[src/rtl/ide_seq_pkg.sv]
package ide_seq_pkg;
  typedef enum logic [1:0] {
    XF_PIO  = 2'd0,
    XF_MDMA = 2'd1,
    XF_UDMA = 2'd2
  } xfer_mode_e;

  typedef enum logic [2:0] {
    S_IDLE, S_WAIT, S_ACT, S_REC, S_UWAIT, S_URUN, S_USTOP
  } seq_state_e;
endpackage

[src/rtl/ide_phase_timer.sv]
module ide_phase_timer #(
  parameter int W = 6
) (
  input  logic         clk,
  input  logic         rst,
  input  logic         load,
  input  logic [W-1:0] val,
  output logic         last
);
  logic [W-1:0] cnt;

  // a zero load counts as one clock
  always_ff @(posedge clk) begin
    if (rst)               cnt <= '0;
    else if (load)         cnt <= (val == '0) ? W'(1) : val;
    else if (cnt != '0)    cnt <= cnt - W'(1);
  end

  assign last = (cnt == W'(1));
endmodule

[src/rtl/ide_word_ctr.sv]
module ide_word_ctr #(
  parameter int W = 16
) (
  input  logic         clk,
  input  logic         rst,
  input  logic         load,
  input  logic [W-1:0] init,
  input  logic         dec,
  output logic         zero
);
  logic [W-1:0] left;

  always_ff @(posedge clk) begin
    if (rst)                      left <= '0;
    else if (load)                left <= init;
    else if (dec && left != '0)   left <= left - W'(1);
  end

  assign zero = (left == '0);
endmodule

[src/rtl/ide_xfer_seq.sv]
module ide_xfer_seq import ide_seq_pkg::*; #(
  parameter int CNT_W     = 16,
  parameter int TIME_W    = 6,
  parameter int DW        = 16,
  parameter int STOP_HOLD = 3
) (
  input  logic              clk,
  input  logic              rst,
  input  logic              suspend,
  input  logic              req_valid,
  output logic              req_ready,
  input  logic [1:0]        req_mode,
  input  logic              req_write,
  input  logic [CNT_W-1:0]  req_count,
  input  logic [TIME_W-1:0] cfg_active,
  input  logic [TIME_W-1:0] cfg_recover,
  input  logic [DW-1:0]     wr_data,
  input  logic              wr_valid,
  output logic              wr_ready,
  output logic [DW-1:0]     rd_data,
  output logic              rd_valid,
  input  logic              rd_ready,
  output logic              done,
  output logic              err,
  output logic              ide_dior_n,
  output logic              ide_diow_n,
  output logic              ide_diow_oe,
  output logic              ide_dmack_n,
  input  logic              ide_dmarq,
  input  logic              ide_dstrobe,
  input  logic [DW-1:0]     ide_dd_in,
  output logic [DW-1:0]     ide_dd_out,
  output logic              ide_dd_oe
);
  localparam logic [TIME_W-1:0] HOLD_T = TIME_W'(STOP_HOLD);

  seq_state_e        st;
  xfer_mode_e        mode_r;
  logic              wr_r, pend, dstb_prev;
  logic              t_load, t_last;
  logic [TIME_W-1:0] t_val;
  logic              c_dec, c_zero;
  logic              acc, dev_ok, go_pio, take_u, stb_tog, u_end, act_end;

  assign req_ready = (st == S_IDLE) && !suspend;
  assign acc       = req_valid && req_ready;
  assign dev_ok    = (mode_r != XF_MDMA) || ide_dmarq;
  assign go_pio    = (st == S_WAIT) && dev_ok && (wr_r ? wr_valid : rd_ready);
  assign wr_ready  = !suspend && wr_r &&
                     (((st == S_WAIT) && dev_ok) ||
                      ((st == S_URUN) && ide_dmarq && !pend && !c_zero));
  assign take_u    = (st == S_URUN) && wr_valid && wr_ready;
  assign stb_tog   = (st == S_URUN) && !wr_r && (ide_dstrobe != dstb_prev) && !c_zero;
  assign u_end     = (st == S_URUN) &&
                     (wr_r ? (!pend && (c_zero || !ide_dmarq)) : (c_zero || !ide_dmarq));
  assign act_end   = (st == S_ACT) && t_last;

  assign t_load = go_pio || act_end || u_end;
  assign t_val  = go_pio ? cfg_active : (act_end ? cfg_recover : HOLD_T);
  assign c_dec  = act_end || take_u || stb_tog;

  ide_phase_timer #(.W(TIME_W)) u_tmr (
    .clk(clk), .rst(rst), .load(t_load), .val(t_val), .last(t_last)
  );

  ide_word_ctr #(.W(CNT_W)) u_ctr (
    .clk(clk), .rst(rst), .load(acc), .init(req_count), .dec(c_dec), .zero(c_zero)
  );

  always_ff @(posedge clk) begin
    if (rst) begin
      st <= S_IDLE; mode_r <= XF_PIO; wr_r <= 1'b0; pend <= 1'b0; dstb_prev <= 1'b0;
      ide_dior_n <= 1'b1; ide_diow_n <= 1'b1; ide_dmack_n <= 1'b1; ide_diow_oe <= 1'b1;
      ide_dd_oe <= 1'b0; ide_dd_out <= '0; rd_data <= '0; rd_valid <= 1'b0;
      done <= 1'b0; err <= 1'b0;
    end else if (suspend) begin
      st <= S_IDLE; pend <= 1'b0;
      ide_dior_n <= 1'b1; ide_diow_n <= 1'b1; ide_dmack_n <= 1'b1; ide_diow_oe <= 1'b0;
      ide_dd_oe <= 1'b0; rd_valid <= 1'b0; done <= 1'b0; err <= 1'b0;
    end else begin
      ide_diow_oe <= 1'b1;
      rd_valid    <= 1'b0;
      done        <= 1'b0;
      err         <= 1'b0;
      case (st)
        S_IDLE: if (acc) begin
          wr_r   <= req_write;
          mode_r <= (req_mode == 2'd2) ? XF_UDMA : ((req_mode == 2'd1) ? XF_MDMA : XF_PIO);
          if (req_count == '0) done <= 1'b1;
          else st <= (req_mode == 2'd2) ? S_UWAIT : S_WAIT;
        end
        S_WAIT: if (go_pio) begin
          if (wr_r) begin
            ide_diow_n <= 1'b0; ide_dd_out <= wr_data; ide_dd_oe <= 1'b1;
          end else begin
            ide_dior_n <= 1'b0;
          end
          if (mode_r == XF_MDMA) ide_dmack_n <= 1'b0;
          st <= S_ACT;
        end
        S_ACT: if (t_last) begin
          ide_dior_n <= 1'b1; ide_diow_n <= 1'b1;
          if (!wr_r) begin
            rd_data <= ide_dd_in; rd_valid <= 1'b1;
          end
          st <= S_REC;
        end
        S_REC: if (t_last) begin
          if (c_zero) begin
            done <= 1'b1; ide_dmack_n <= 1'b1; ide_dd_oe <= 1'b0; st <= S_IDLE;
          end else begin
            st <= S_WAIT;
          end
        end
        S_UWAIT: if (ide_dmarq) begin
          ide_dmack_n <= 1'b0; dstb_prev <= ide_dstrobe; pend <= 1'b0;
          ide_dd_oe <= wr_r; st <= S_URUN;
        end
        S_URUN: begin
          if (wr_r) begin
            if (pend) begin
              ide_dior_n <= !ide_dior_n; pend <= 1'b0;
            end else if (take_u) begin
              ide_dd_out <= wr_data; pend <= 1'b1;
            end
          end else begin
            ide_dior_n <= !rd_ready;
            dstb_prev  <= ide_dstrobe;
            if (stb_tog) begin
              rd_data <= ide_dd_in; rd_valid <= 1'b1;
            end
          end
          if (u_end) begin
            ide_diow_n <= 1'b0; st <= S_USTOP;
          end
        end
        S_USTOP: if (t_last) begin
          ide_diow_n <= 1'b1; ide_dior_n <= 1'b1; ide_dmack_n <= 1'b1; ide_dd_oe <= 1'b0;
          done <= 1'b1; err <= !c_zero; st <= S_IDLE;
        end
        default: st <= S_IDLE;
      endcase
    end
  end
endmodule

[config.mk]
export PLATFORM = sky130hd
export DESIGN_NAME = ide_xfer_seq
export DESIGN_NICKNAME = d
export VERILOG_FILES = /design/src/rtl/ide_seq_pkg.sv /design/src/rtl/ide_phase_timer.sv /design/src/rtl/ide_word_ctr.sv /design/src/rtl/ide_xfer_seq.sv
export SDC_FILE = /design/constraint.sdc
export NUM_CORES = 1
export LEC_CHECK = 0
export ABC_AREA = 1
export BUFFER_PORTS_ARGS = -buffer_cell sky130_fd_sc_hd__buf_2
export CORE_ASPECT_RATIO = 1.75
export CORE_MARGIN = 2
export CORE_UTILIZATION = 52
export CTS_BUF_LIST = sky130_fd_sc_hd__clkbuf_8
export DETAILED_ROUTE_END_ITERATION = 8
export GPL_TIMING_DRIVEN = 0
export PLACE_DENSITY_LB_ADDON = 0.2
export SETUP_SLACK_MARGIN = 0.1
export SYNTH_ARGS = -nofsm -noshare
export SYNTH_HDL_FRONTEND = slang
export SYNTH_HIERARCHICAL = 1
export SYNTH_SLANG_ARGS = --single-unit
[constraint.sdc]
create_clock -name clk -period 5.5 [get_ports clk]
set_clock_uncertainty 0.1 [all_clocks]
set_input_delay 1.1 -clock clk [delete_from_list [all_inputs] [get_ports clk]]
set_output_delay 1.1 -clock clk [all_outputs]
set_load 0.005 [all_outputs]
==> results.ini, run 1 <==
[run_status]
status = completed

[timing]
fin_crit_sh = 0.725
relSlewSlack = 0.484
post-route-min-period_ns = 3.99
worstMarginPinSlew_ns = 0.768
final-setup-viol-count = 0
finalHoldViolCount = 0
rsz0062_at_grt = false
tns_ns = 0
slew_violations = 0
clock.fmax_mhz = 251

[finish]
area_growth_pct = 21.0
fin_nets = 835
diodes = 0
fin_util = 0.652
drive_gt1_frac = 0.248

[worst_setup_path]
worstRegToRegCells = 21
r2r-end = u_tmr/cnt[0]
worstPathMaxFanout = 8
rrSetupSlack_ns = 1.51
worstPathArrival_ns = 4.14
startpoint_type = flop
cp.required_ns = 5.65
critical_path_class = flop to flop
end_kind = flop
r2r_start = u_ctr/left[0]

[synthesis]
netlist_instances = 639
synth_nets = 713
synth_top_area_cell = dfxtp_1
synthMuxAreaShare = 0
avgSynthCellArea_um2 = 6.42
synth-simple-area-share = 0.454
synth.distinct_cells = 42
synth_compound_area_frac = 0.106
ys_warn_count = 6
ys_top_cells_by_area = dfxtp_1 (34%), nor2_1 (15%), nand2_1 (14%)
synth_top_area_frac = 0.341
yosys.area_share.adder = 0.00914
ys_ff_latch = 70
yosysSeqAreaShare = 0.341
synth_top_family_by_area = simple AND/OR/NAND/NOR gates
synth-xor-area-share = 0.00640
netlist_area_mm2 = 0.00411

[clocking]
holdBufCountCts = 0
cts-root-buf = clkbuf_8
cts_tree = done
cts.path.max_buffers = 2
cts_sinks = 70
cts_resized = 0
numCtsBuffers = 9
cts_setup_buffers = 0
insertion_delay_ns = 0.34
htree_levels = 3
clk_pin_slew_ns = 0.07

[floorplan]
fp-row-count = 42
fp.dieW_um = 71.2
dieArea_mm2 = 0.00865
die_y_um = 122
start_util = 0.539
core_area_mm2 = 0.00762
ios = 113

[power_and_ir_drop]
switching_share = 0.449
seqPwrFrac = 0.312
peakVddDrop_v = 0.000253
pwr_density_cell_mw_per_mm2 = 460
combPwrFrac = 0.507
internal-power_uw = 1260
clkPwrFrac = 0.181
p_leak_uw = 0.00251
p_sw_uw = 1030

[hold_path]
hp-class = flop to flop
holdPathEnd = ide_diow_n
min_from = ide_diow_n
min_path_cells = 2

[route]
wl_met2_um = 6030
top_layer_used = met4
viasPerCell = 5.16
drc = 0
ant_nets = 0
first_iter_violations = 216
met1Wirelength_um = 4090
dr.pass1.iters = 5
drt-total-wl_um = 11100
via_count = 4398
dr_wl_met3_um = 580
wl_per_cell_um = 13.0

[global_route]
grt_pass1_vias = 4155
grt_first_pass_wirelength_um = 18200
antenna_found_initial = 0
grt_max_degree = 13
grt_overflow = 0
grt_usage = 0.264

[placed_design]
gp_congestion = 0.959
dp.final_hpwl_um = 8900
port_buffers = 111

[run]
max_cap_viol_count = 0

==> power by group through the flow <==
stage	clock network, µW	logic [µW]	registers, µW
final	414	1160	713
after global placement	0	1130	719
after CTS	424	1160	711
after floorplan	0	866	713
after global routing	443	1330	728
after detailed placement	0	1150	722
==> cells in the mapped netlist <==
cell	count
inv_4	1
nor3_1	7
nand3b_4	1
buf_2	2
inv_2	6
and3_1	1
o211ai_1	1
nor3_4	1
a22o_1	1
xor2_1	2
nor2_1	161
nand4_2	1
a21boi_0	1
nand3b_1	17
nand2_2	10
clkbuf_1	5
buf_4	4
o21ai_2	1
nand3_2	4
and2_1	1
nor2_4	5
buf_6	7
a21oi_1	30
inv_1	43
or2_2	2
nand3_1	32
xnor2_1	1
a21oi_2	4
dfxtp_1	70
o21ai_1	6
nand2_4	3
o21bai_1	1
nand4_1	5
o21ai_0	33
ha_1	3
nand2_1	148
clkinv_1	2
a31oi_1	1
clkinv_4	1
a211oi_1	1
nor2_2	11
nor4_1	2
==> critical path: stages (launching register included) <==
cell     delay [ns]
dfxtp_1        0.33
inv_1          0.09
ha_1           0.23
inv_1          0.05
nor2_1         0.15
nand3_1        0.18
nor2_1         0.17
nand2_1        0.09
nor4_1         0.48
inv_1          0.20
nand2_1        0.13
nand2_1        0.05
nand2_1        0.11
nand2_1        0.07
inv_1          0.06
nand3_2        0.10
nor3_1         0.65
inv_2          0.19
o21ai_0        0.23
nand3_1        0.11
nand2_1        0.07
inv_1          0.03
==> sequential cells by signal, summed over array words and instances (netlist names), 2 cells and up <==
register,count
ide_dd_out,16
u_tmr/cnt,6
u_ctr/left,16
rd_data,16
st,3
mode_r,2
==> logic make-up after synthesis <==
family / Yosys count
buf+inv: 71
xor+xnor: 3
fa+ha+maj: 3
compound gates: 80
simple gates: 412
flops: 70
==> per-stage QoR <==
stage	area, µm²	total power (µW)	instances	hold slack, ns	setup WS [ns]
6_report	4970	2290	853	0.359	1.51
5_1_grt	4970	2500	853	0.381	1.15
4_1_cts	4970	2290	853	0.367	1.51
3_5_place_dp	4770	1870	838	0.347	1.59
3_3_place_gp	4770	1850	838	0.338	1.68
2_1_floorplan	4110	1580	639	0.341	2.57
==> worst max path at each step <==
stage | startpoint | to | slack, ns | cells past startpoint
detailed placement | u_ctr/left[0] | u_tmr/cnt[0] | 1.59 | 21
global placement | u_ctr/left[0] | u_tmr/cnt[0] | 1.68 | 21
global route | u_ctr/left[0] | u_tmr/cnt[0] | 1.15 | 21
finish | u_ctr/left[0] | u_tmr/cnt[0] | 1.51 | 21
CTS | u_ctr/left[0] | wr_ready | 1.51 | 14
floorplan | suspend | wr_ready | 2.57 | 3
==> cell usage in the layout (no fill, tap or decap), drive strengths merged <==
cell	n
a211oi	1
a21boi	1
a21oi	34
a22o	1
a31oi	1
and2	1
and3	1
buf	124
bufinv	1
clkbuf	15
clkinv	4
clkinvlp	2
dfxtp	70
ha	3
inv	51
nand2	161
nand3	36
nand3b	18
nand4	6
nor2	177
nor3	8
nor4	2
o211ai	1
o21ai	40
o21bai	1
or2	2
xnor2	1
xor2	2
==> final cells by class <==
type	instances	area (µm²)
Multi-Input combinational cell	498	2360
Clock buffer	10	138
Tap cell	88	110
Inverter	53	206
Sequential cell	70	1400
Fill cell	738	2650
Clock inverter	5	58.8
Buffer	18	138
Timing Repair Buffer	111	556
==> routing by layer <==
metal  vias up  global-route usage
li1       2278                   -
met1      1946               0.270
met2       144               0.501
met3        30              0.0463
met4         0               0.132
met5         -                   0
No activity file was read; power rests on OpenSTA's default activity.
==> inputs of run 2 (changes only) <==
clock period = 4 ns   (was 5.5 ns; I/O delays follow)
==> run 2 against run 1 <==
Effect of this change:
- count of clock-buffer cells in the layout stayed put
- die area did not move
- sequential share of layout area fell by 0.064 points
- combinational power is 38% higher
- design area grew 0.23%
- sequential cell count unchanged
- worst setup slack worse by 1.0 ns
- wire length decreased by 0.14%
- via count hardly changed
- first-iteration DRC count increased by 6.0%
- critical path type unchanged
- largest power group unchanged
==> results.ini, run 2 (synthesis results as in run 1) <==
[global_route]
grt_max_degree = 13  ; unchanged
antenna_found_initial = 0  ; unchanged
grt_pass1_vias = 4152  ; was 4155
grt_usage = 0.264  ; about the same
grt_overflow = 0  ; unchanged
grt_first_pass_wirelength_um = 18200  ; about the same

[worst_setup_path]
rrSetupSlack_ns = 0.50  ; was 1.51 ns
critical_path_class = flop to flop  ; unchanged
crit_chain = inv_1 -> ha_1 -> inv_1 -> nor2_1 -> nand3_1 -> nor2_1 -> nand2_1 -> nor4_2 -> inv_1 -> nand2_1 -> nand2_1 -> nand2_1 -> nand2_1 -> inv_1 -> nand3_2 -> nor3_2 -> inv_2 -> o21ai_0 -> nand3_1 -> nand2_1 -> inv_1  ; was inv_1 -> ha_1 -> inv_1 -> nor2_1 -> nand3_1 -> nor2_1 -> nand2_1 -> nor4_1 -> inv_1 -> nand2_1 -> nand2_1 -> nand2_1 -> nand2_1 -> inv_1 -> nand3_2 -> nor3_1 -> inv_2 -> o21ai_0 -> nand3_1 -> nand2_1 -> inv_1
worstPathArrival_ns = 3.64  ; was 4.14 ns
slowest_delay_ns = 0.42  ; was 0.65 ns
cp.required_ns = 4.15  ; was 5.65 ns
worstPathMaxFanout = 8  ; unchanged
critPathSlowestCell = nor3_2  ; was nor3_1
startpoint_type = flop  ; unchanged
end_kind = flop  ; unchanged
path_delay_family = simple AND/OR/NAND/NOR gates  ; unchanged
crit_buf_inv = 6  ; unchanged
crit_top_cell = nand2_1  ; unchanged

[timing]
relSlewSlack = 0.571  ; was 0.484
finalHoldViolCount = 0  ; unchanged
worstMarginPinSlew_ns = 0.640  ; was 0.768 ns
postLayoutSetupSlackWorst_ns = 0.505  ; was 1.51 ns
tns_ns = 0  ; unchanged
post-route-min-period_ns = 3.50  ; was 3.99 ns
rsz0062_at_grt = false  ; unchanged
slew_violations = 0  ; unchanged
clock.fmax_mhz = 286  ; was 251 MHz
final-setup-viol-count = 0  ; unchanged
fin_crit_sh = 0.874  ; was 0.725

[floorplan]
die_y_um = 122  ; unchanged
start_util = 0.539  ; unchanged
fp.dieW_um = 71.2  ; unchanged
dieArea_mm2 = 0.00865  ; unchanged
ios = 113  ; unchanged
core_area_mm2 = 0.00762  ; unchanged
fp-row-count = 42  ; unchanged

[finish]
design_area_mm2 = 0.00498  ; was 0.00497 mm²
multi_input_area_mm2 = 0.00237  ; was 0.00236 mm²
area_growth_pct = 21.3  ; was 21.0%
layout_common_cells = nor2_1 (161), nand2_1 (148), buf_2 (113), dfxtp_1 (70), inv_1 (43)  ; unchanged
seq_area_mm2 = 0.00140  ; unchanged
top_regs = ide_dd_out: 16 flops, rd_data: 16 flops, u_ctr/left: 16 flops  ; unchanged
diodes = 0  ; unchanged
fillers = 739  ; was 738
drive_gt1_frac = 0.251  ; was 0.248
final_common_cell = nor2_1  ; unchanged
fin_nets = 835  ; unchanged
layoutNonFillerInstCount = 853  ; unchanged

[power_and_ir_drop]
seqPwrFrac = 0.312  ; about the same
combPwrFrac = 0.508  ; was 0.507
pwr_density_cell_mw_per_mm2 = 633  ; was 460 mW/mm²
p_leak_uw = 0.00251  ; about the same
clkPwrFrac = 0.180  ; was 0.181
internal-power_uw = 1740  ; was 1260 µW
p_sw_uw = 1420  ; was 1030 µW
switching_share = 0.449  ; about the same
peakVddDrop_v = 0.000344  ; was 0.000253 V

[placed_design]
dp_cells = 838  ; unchanged
gp_congestion = 0.959  ; unchanged
place_ws_ns = 0.0916  ; was 1.59 ns
placed_area_mm2 = 0.00477  ; unchanged
dp.final_hpwl_um = 8900  ; unchanged
port_buffers = 111  ; unchanged

[run]
max_cap_viol_count = 0  ; unchanged

[clocking]
cts_tree = done  ; unchanged
insertion_delay_ns = 0.34  ; about the same
htree_levels = 3  ; unchanged
cts_sinks = 70  ; unchanged
cts-root-buf = clkbuf_8  ; unchanged
cts_resized = 1  ; was 0
cts.path.max_buffers = 2  ; unchanged
holdBufCountCts = 0  ; unchanged
numCtsBuffers = 9  ; unchanged
cts_setup_buffers = 0  ; unchanged
clk_pin_slew_ns = 0.07  ; about the same

[route]
viasPerCell = 5.16  ; about the same
drc = 0  ; unchanged
wl_per_cell_um = 13.0  ; about the same
via_count = 4400  ; was 4398
ant_nets = 0  ; unchanged
first_iter_violations = 229  ; was 216
drt-total-wl_um = 11100  ; about the same
dr.pass1.iters = 6  ; was 5

[hold_path]
hp-class = flop to flop  ; unchanged

[run_status]
status = completed  ; unchanged

## run 2: cell type report
class                   instances  share of cell area
plain buffers                  18              0.0276
clock inverters                 5              0.0118
well taps                      88              0.0221
clock buffers                  10              0.0276
repair buffers                111               0.112
multi-input cells             498               0.476
inverters                      53              0.0415
flip-flops and latches         70               0.281
## run 2: worst paths after layout
path	from	end	depth (start not counted)
max	u_ctr/left[0]	u_tmr/cnt[0]	21
min	ide_diow_n	ide_diow_n	2
max reg2reg	u_ctr/left[0]	u_tmr/cnt[0]	21
min reg2reg	ide_diow_n	ide_diow_n	2
## run 2: worst register-to-register path: stages, from the launching register on
cell and delay [ns]:
dfxtp_1 0.33, inv_1 0.09, ha_1 0.23, inv_1 0.05, nor2_1 0.15, nand3_1 0.18
nor2_1 0.17, nand2_1 0.10, nor4_2 0.31, inv_1 0.16, nand2_1 0.12, nand2_1 0.05
nand2_1 0.11, nand2_1 0.07, inv_1 0.06, nand3_2 0.11, nor3_2 0.42, inv_2 0.16
o21ai_0 0.21, nand3_1 0.11, nand2_1 0.07, inv_1 0.03
## run 2: layer usage
metal | global-route usage | part of all wire
met1 | 0.269 | 0.37
met2 | 0.501 | 0.55
met3 | 0.0463 | 0.045
met4 | 0.132 | 0.037
met5 | 0 | 0
## run 2: power by group through the flow
stage | Clock (µW) | Combinational [µW] | Sequential (µW)
after floorplan | 0 | 1190 | 980
after global placement | 0 | 1550 | 989
after detailed placement | 0 | 1580 | 993
after CTS | 583 | 1600 | 978
after global routing | 609 | 1830 | 1000
final | 568 | 1600 | 983
## run 2: through the flow
step / util / power, µW / hold WS (ns)
global placement: 0.626 / 2540 / 0.338
CTS: 0.653 / 3160 / 0.367
finish: 0.653 / 3150 / 0.360
detailed placement: 0.626 / 2580 / 0.347
global route: 0.653 / 3440 / 0.381
floorplan: - / 2170 / 0.341
==> inputs of run 3 (changes only) <==
SYNTH_HIERARCHICAL = default   (was 1)
==> run 3 against run 2 <==
Effect of this change:
- synthesized cell count down 11%
- hold slack worse by 0.0027 ns
- non-clock buffer count unchanged
- clock power up 17%
- critical path depth down 13
- area after synthesis down 5.7%
- critical path type is now flop to output port
==> results.ini, run 3 <==
[finish]
drive_gt1_frac = 0.264  ; was 0.251
top_regs = ide_dd_out: 16 flops, rd_data: 16 flops, u_ctr.left: 16 flops  ; was ide_dd_out: 16 flops, rd_data: 16 flops, u_ctr/left: 16 flops
fillers = 701  ; was 739
layout_common_cells = nand2_1 (115), buf_2 (113), nor2_1 (85), dfxtp_1 (70), a21oi_1 (50)  ; was nor2_1 (161), nand2_1 (148), buf_2 (113), dfxtp_1 (70), inv_1 (43)
fin_nets = 764  ; was 835
final_common_cell = nand2_1  ; was nor2_1
diodes = 0  ; unchanged
area_growth_pct = 23.0  ; was 21.3%

[global_route]
use_met1 = 0.272  ; was 0.269
grt_max_degree = 14  ; was 13
grt_first_pass_wirelength_um = 17900  ; was 18200 µm
grt_usage = 0.268  ; was 0.264
grtUsageMet3 = 0.0571  ; was 0.0463
grt_overflow = 0  ; unchanged
met2_usage = 0.496  ; was 0.501
grt_pass1_vias = 4048  ; was 4152
antenna_found_initial = 0  ; unchanged
grt.busiest_layer = met2  ; unchanged

[synthesis]
synth-edff-count = 0  ; unchanged
avgSynthCellArea_um2 = 6.84  ; was 6.42 µm²
ys_ff_latch = 70  ; unchanged
synth_nets = 642  ; was 713
netlist_area_mm2 = 0.00387  ; was 0.00411 mm²
ys_top_cells_by_area = dfxtp_1 (36%), nand2_1 (11%), nor2_1 (8.2%)  ; was dfxtp_1 (34%), nor2_1 (15%), nand2_1 (14%)
synth_top_area_cell = dfxtp_1  ; unchanged
synth_top_area_frac = 0.362  ; was 0.341
synth-main-ff-cell = dfxtp_1  ; unchanged
netlist_instances = 566  ; was 639
synth_common_cells = nand2_1 (115), nor2_1 (85), dfxtp_1 (70), a21oi_1 (50), nand3_1 (49)  ; was nor2_1 (161), nand2_1 (148), dfxtp_1 (70), inv_1 (43), o21ai_0 (33)
async_flop_share = 0  ; unchanged
yosysSeqAreaShare = 0.362  ; was 0.341
yosysMostFrequentCell = nand2_1  ; was nor2_1
ys_warn_count = 0  ; was 6
synth.distinct_cells = 44  ; was 42

[worst_setup_path]
crit_cells = 8  ; was 21
r2r_start = u_tmr.cnt[1]  ; was u_ctr/left[0]
startpoint = u_ctr.left[0]  ; was u_ctr/left[0]
worstSetupEndpoint = wr_ready  ; was u_tmr/cnt[0]
slowest_delay_ns = 0.37  ; was 0.42 ns
critPathSlowestCell = dfxtp_1  ; was nor3_2
r2r-end = rd_data[3]  ; was u_tmr/cnt[0]
crit_chain = inv_1 -> ha_1 -> nand2_1 -> nor2_2 -> nand2_2 -> nand2_1 -> a21boi_0 -> buf_2  ; was inv_1 -> ha_1 -> inv_1 -> nor2_1 -> nand3_1 -> nor2_1 -> nand2_1 -> nor4_2 -> inv_1 -> nand2_1 -> nand2_1 -> nand2_1 -> nand2_1 -> inv_1 -> nand3_2 -> nor3_2 -> inv_2 -> o21ai_0 -> nand3_1 -> nand2_1 -> inv_1
worstPathMaxFanout = 4  ; was 8
rrSetupSlack_ns = 1.88  ; was 0.50 ns
cp.required_ns = 3.10  ; was 4.15 ns
startpoint_type = flop  ; unchanged
crit_top_cell = nand2_1  ; unchanged
path_delay_family = flip-flops  ; was simple AND/OR/NAND/NOR gates
end_kind = output port  ; was flop
critical_path_class = flop to output port  ; was flop to flop
worstRegToRegCells = 10  ; was 21
crit_buf_inv = 2  ; was 6
worstPathArrival_ns = 1.64  ; was 3.64 ns

[timing]
slew_violations = 0  ; unchanged
post-route-min-period_ns = 2.54  ; was 3.50 ns
worstMarginPinSlew_ns = 0.662  ; was 0.640 ns
tns_ns = 0  ; unchanged
clock.fmax_mhz = 394  ; was 286 MHz
rsz0062_at_grt = false  ; unchanged
finalHoldViolCount = 0  ; unchanged
fin_crit_sh = 0.635  ; was 0.874
hold_ws_ns = 0.357  ; was 0.360 ns
final-setup-viol-count = 0  ; unchanged
relSlewSlack = 0.559  ; was 0.571

[run]
max_cap_viol_count = 0  ; unchanged

[floorplan]
fp.dieW_um = 69.2  ; was 71.2 µm
fp-row-count = 41  ; was 42
die_y_um = 118  ; was 122 µm
start_util = 0.535  ; was 0.539
ios = 113  ; unchanged
dieArea_mm2 = 0.00818  ; was 0.00865 mm²
core_area_mm2 = 0.00723  ; was 0.00762 mm²

[clocking]
clk_pin_slew_ns = 0.08  ; was 0.07 ns
numCtsBuffers = 9  ; unchanged
cts_tree = done  ; unchanged
insertion_delay_ns = 0.36  ; was 0.34 ns
cts_resized = 0  ; was 1
cts.path.max_buffers = 2  ; unchanged
holdBufCountCts = 0  ; unchanged
cts_setup_buffers = 0  ; unchanged
cts-root-buf = clkbuf_8  ; unchanged
htree_levels = 3  ; unchanged
cts_sinks = 70  ; unchanged

[run_status]
status = completed  ; unchanged

[power_and_ir_drop]
p_leak_uw = 0.00221  ; was 0.00251 µW
pwr_density_cell_mw_per_mm2 = 450  ; was 633 mW/mm²
peakVddDrop_v = 0.000360  ; was 0.000344 V

[route]
drt-total-wl_um = 10800  ; was 11100 µm
dr.pass1.iters = 7  ; was 6
ant_nets = 0  ; unchanged
via_count = 4144  ; was 4400
viasPerCell = 5.32  ; was 5.16
drc = 0  ; unchanged
wl_per_cell_um = 13.8  ; was 13.0 µm
first_iter_violations = 253  ; was 229

[placed_design]
dp.final_hpwl_um = 8320  ; was 8900 µm
gp_congestion = 0.968  ; was 0.959
port_buffers = 111  ; unchanged

[hold_path]
hp-class = flop to flop  ; unchanged
min_path_cells = 2  ; unchanged

run 3: cell types whose count changed in the layout (fill, tap and decap cells not counted), moves of 5 or more:
cell      before  now
a21oi_1       30   50
nand2_1      148  115
nand3_1       32   49
nand3b_1      17    0
nor2_1       161   85
o21ai_0       33   38
run 3: cells by family (layout without fill, tap and decap cells):
group	Yosys count	count (layout)	share of synthesized area
simple gates	294	294	0.352
compound gates	119	119	0.169
flops	70	70	0.362
buf+inv	69	196	0.0801
xor+xnor	8	8	0.0181
fa+ha+maj	5	5	0.0162
mux	1	1	0.00258
run 3: area by class of cell:
type,instances,area [µm²],area share
Multi-Input combinational cell,427,2160,0.454
Sequential cell,70,1400,0.294
Timing Repair Buffer,111,556,0.117
Inverter,51,195,0.0410
Clock buffer,10,138,0.0289
Buffer,18,115,0.0242
Tap cell,86,108,0.0226
Clock inverter,6,91.3,0.0192
run 3: how the worst min path moves through the flow:
stage                    from        endpoint  slack, ns
6_report        ide_dd_out[5]   ide_dd_out[5]       0.36
5_1_grt             dstb_prev       dstb_prev       0.39
4_1_cts        ide_dd_out[10]  ide_dd_out[10]       0.36
3_5_place_dp   ide_dd_out[10]  ide_dd_out[10]       0.35
3_3_place_gp   ide_dd_out[10]  ide_dd_out[10]       0.34
2_1_floorplan       dstb_prev       dstb_prev       0.34
run 3: layer usage:
layer	up-vias	routed length [µm]
li1	2095	-
met1	1867	4050
met2	139	5690
met3	43	548
met4	0	502
met5	-	0
run 3: tightest hold or removal path: cells and delay by family, from the launching register on:
kind / cells / cell delay [ns]
compound gates: 1 / 0.05
flops: 1 / 0.31
simple gates: 1 / 0.06
run 3: stage by stage:
step,utilization,std cells,setup WS [ns],area [µm²],total power [µW]
floorplan,-,566,1.86,3870,1310
global placement,0.627,763,1.59,4540,1470
detailed placement,0.627,763,1.58,4540,1490
CTS,0.659,779,1.46,4760,2140
global route,0.659,779,1.29,4760,2280
finish,0.659,779,1.46,4760,2140
run 3: where the power goes:
group / switching, µW / leakage (µW) / total [µW] / internal, µW
registers: 52.5 / 0.000569 / 805 / 752
logic: 417 / 0.00153 / 675 / 258
clock network: 292 / 0.000117 / 664 / 372
total: 761 / 0.00221 / 2140 / 1380
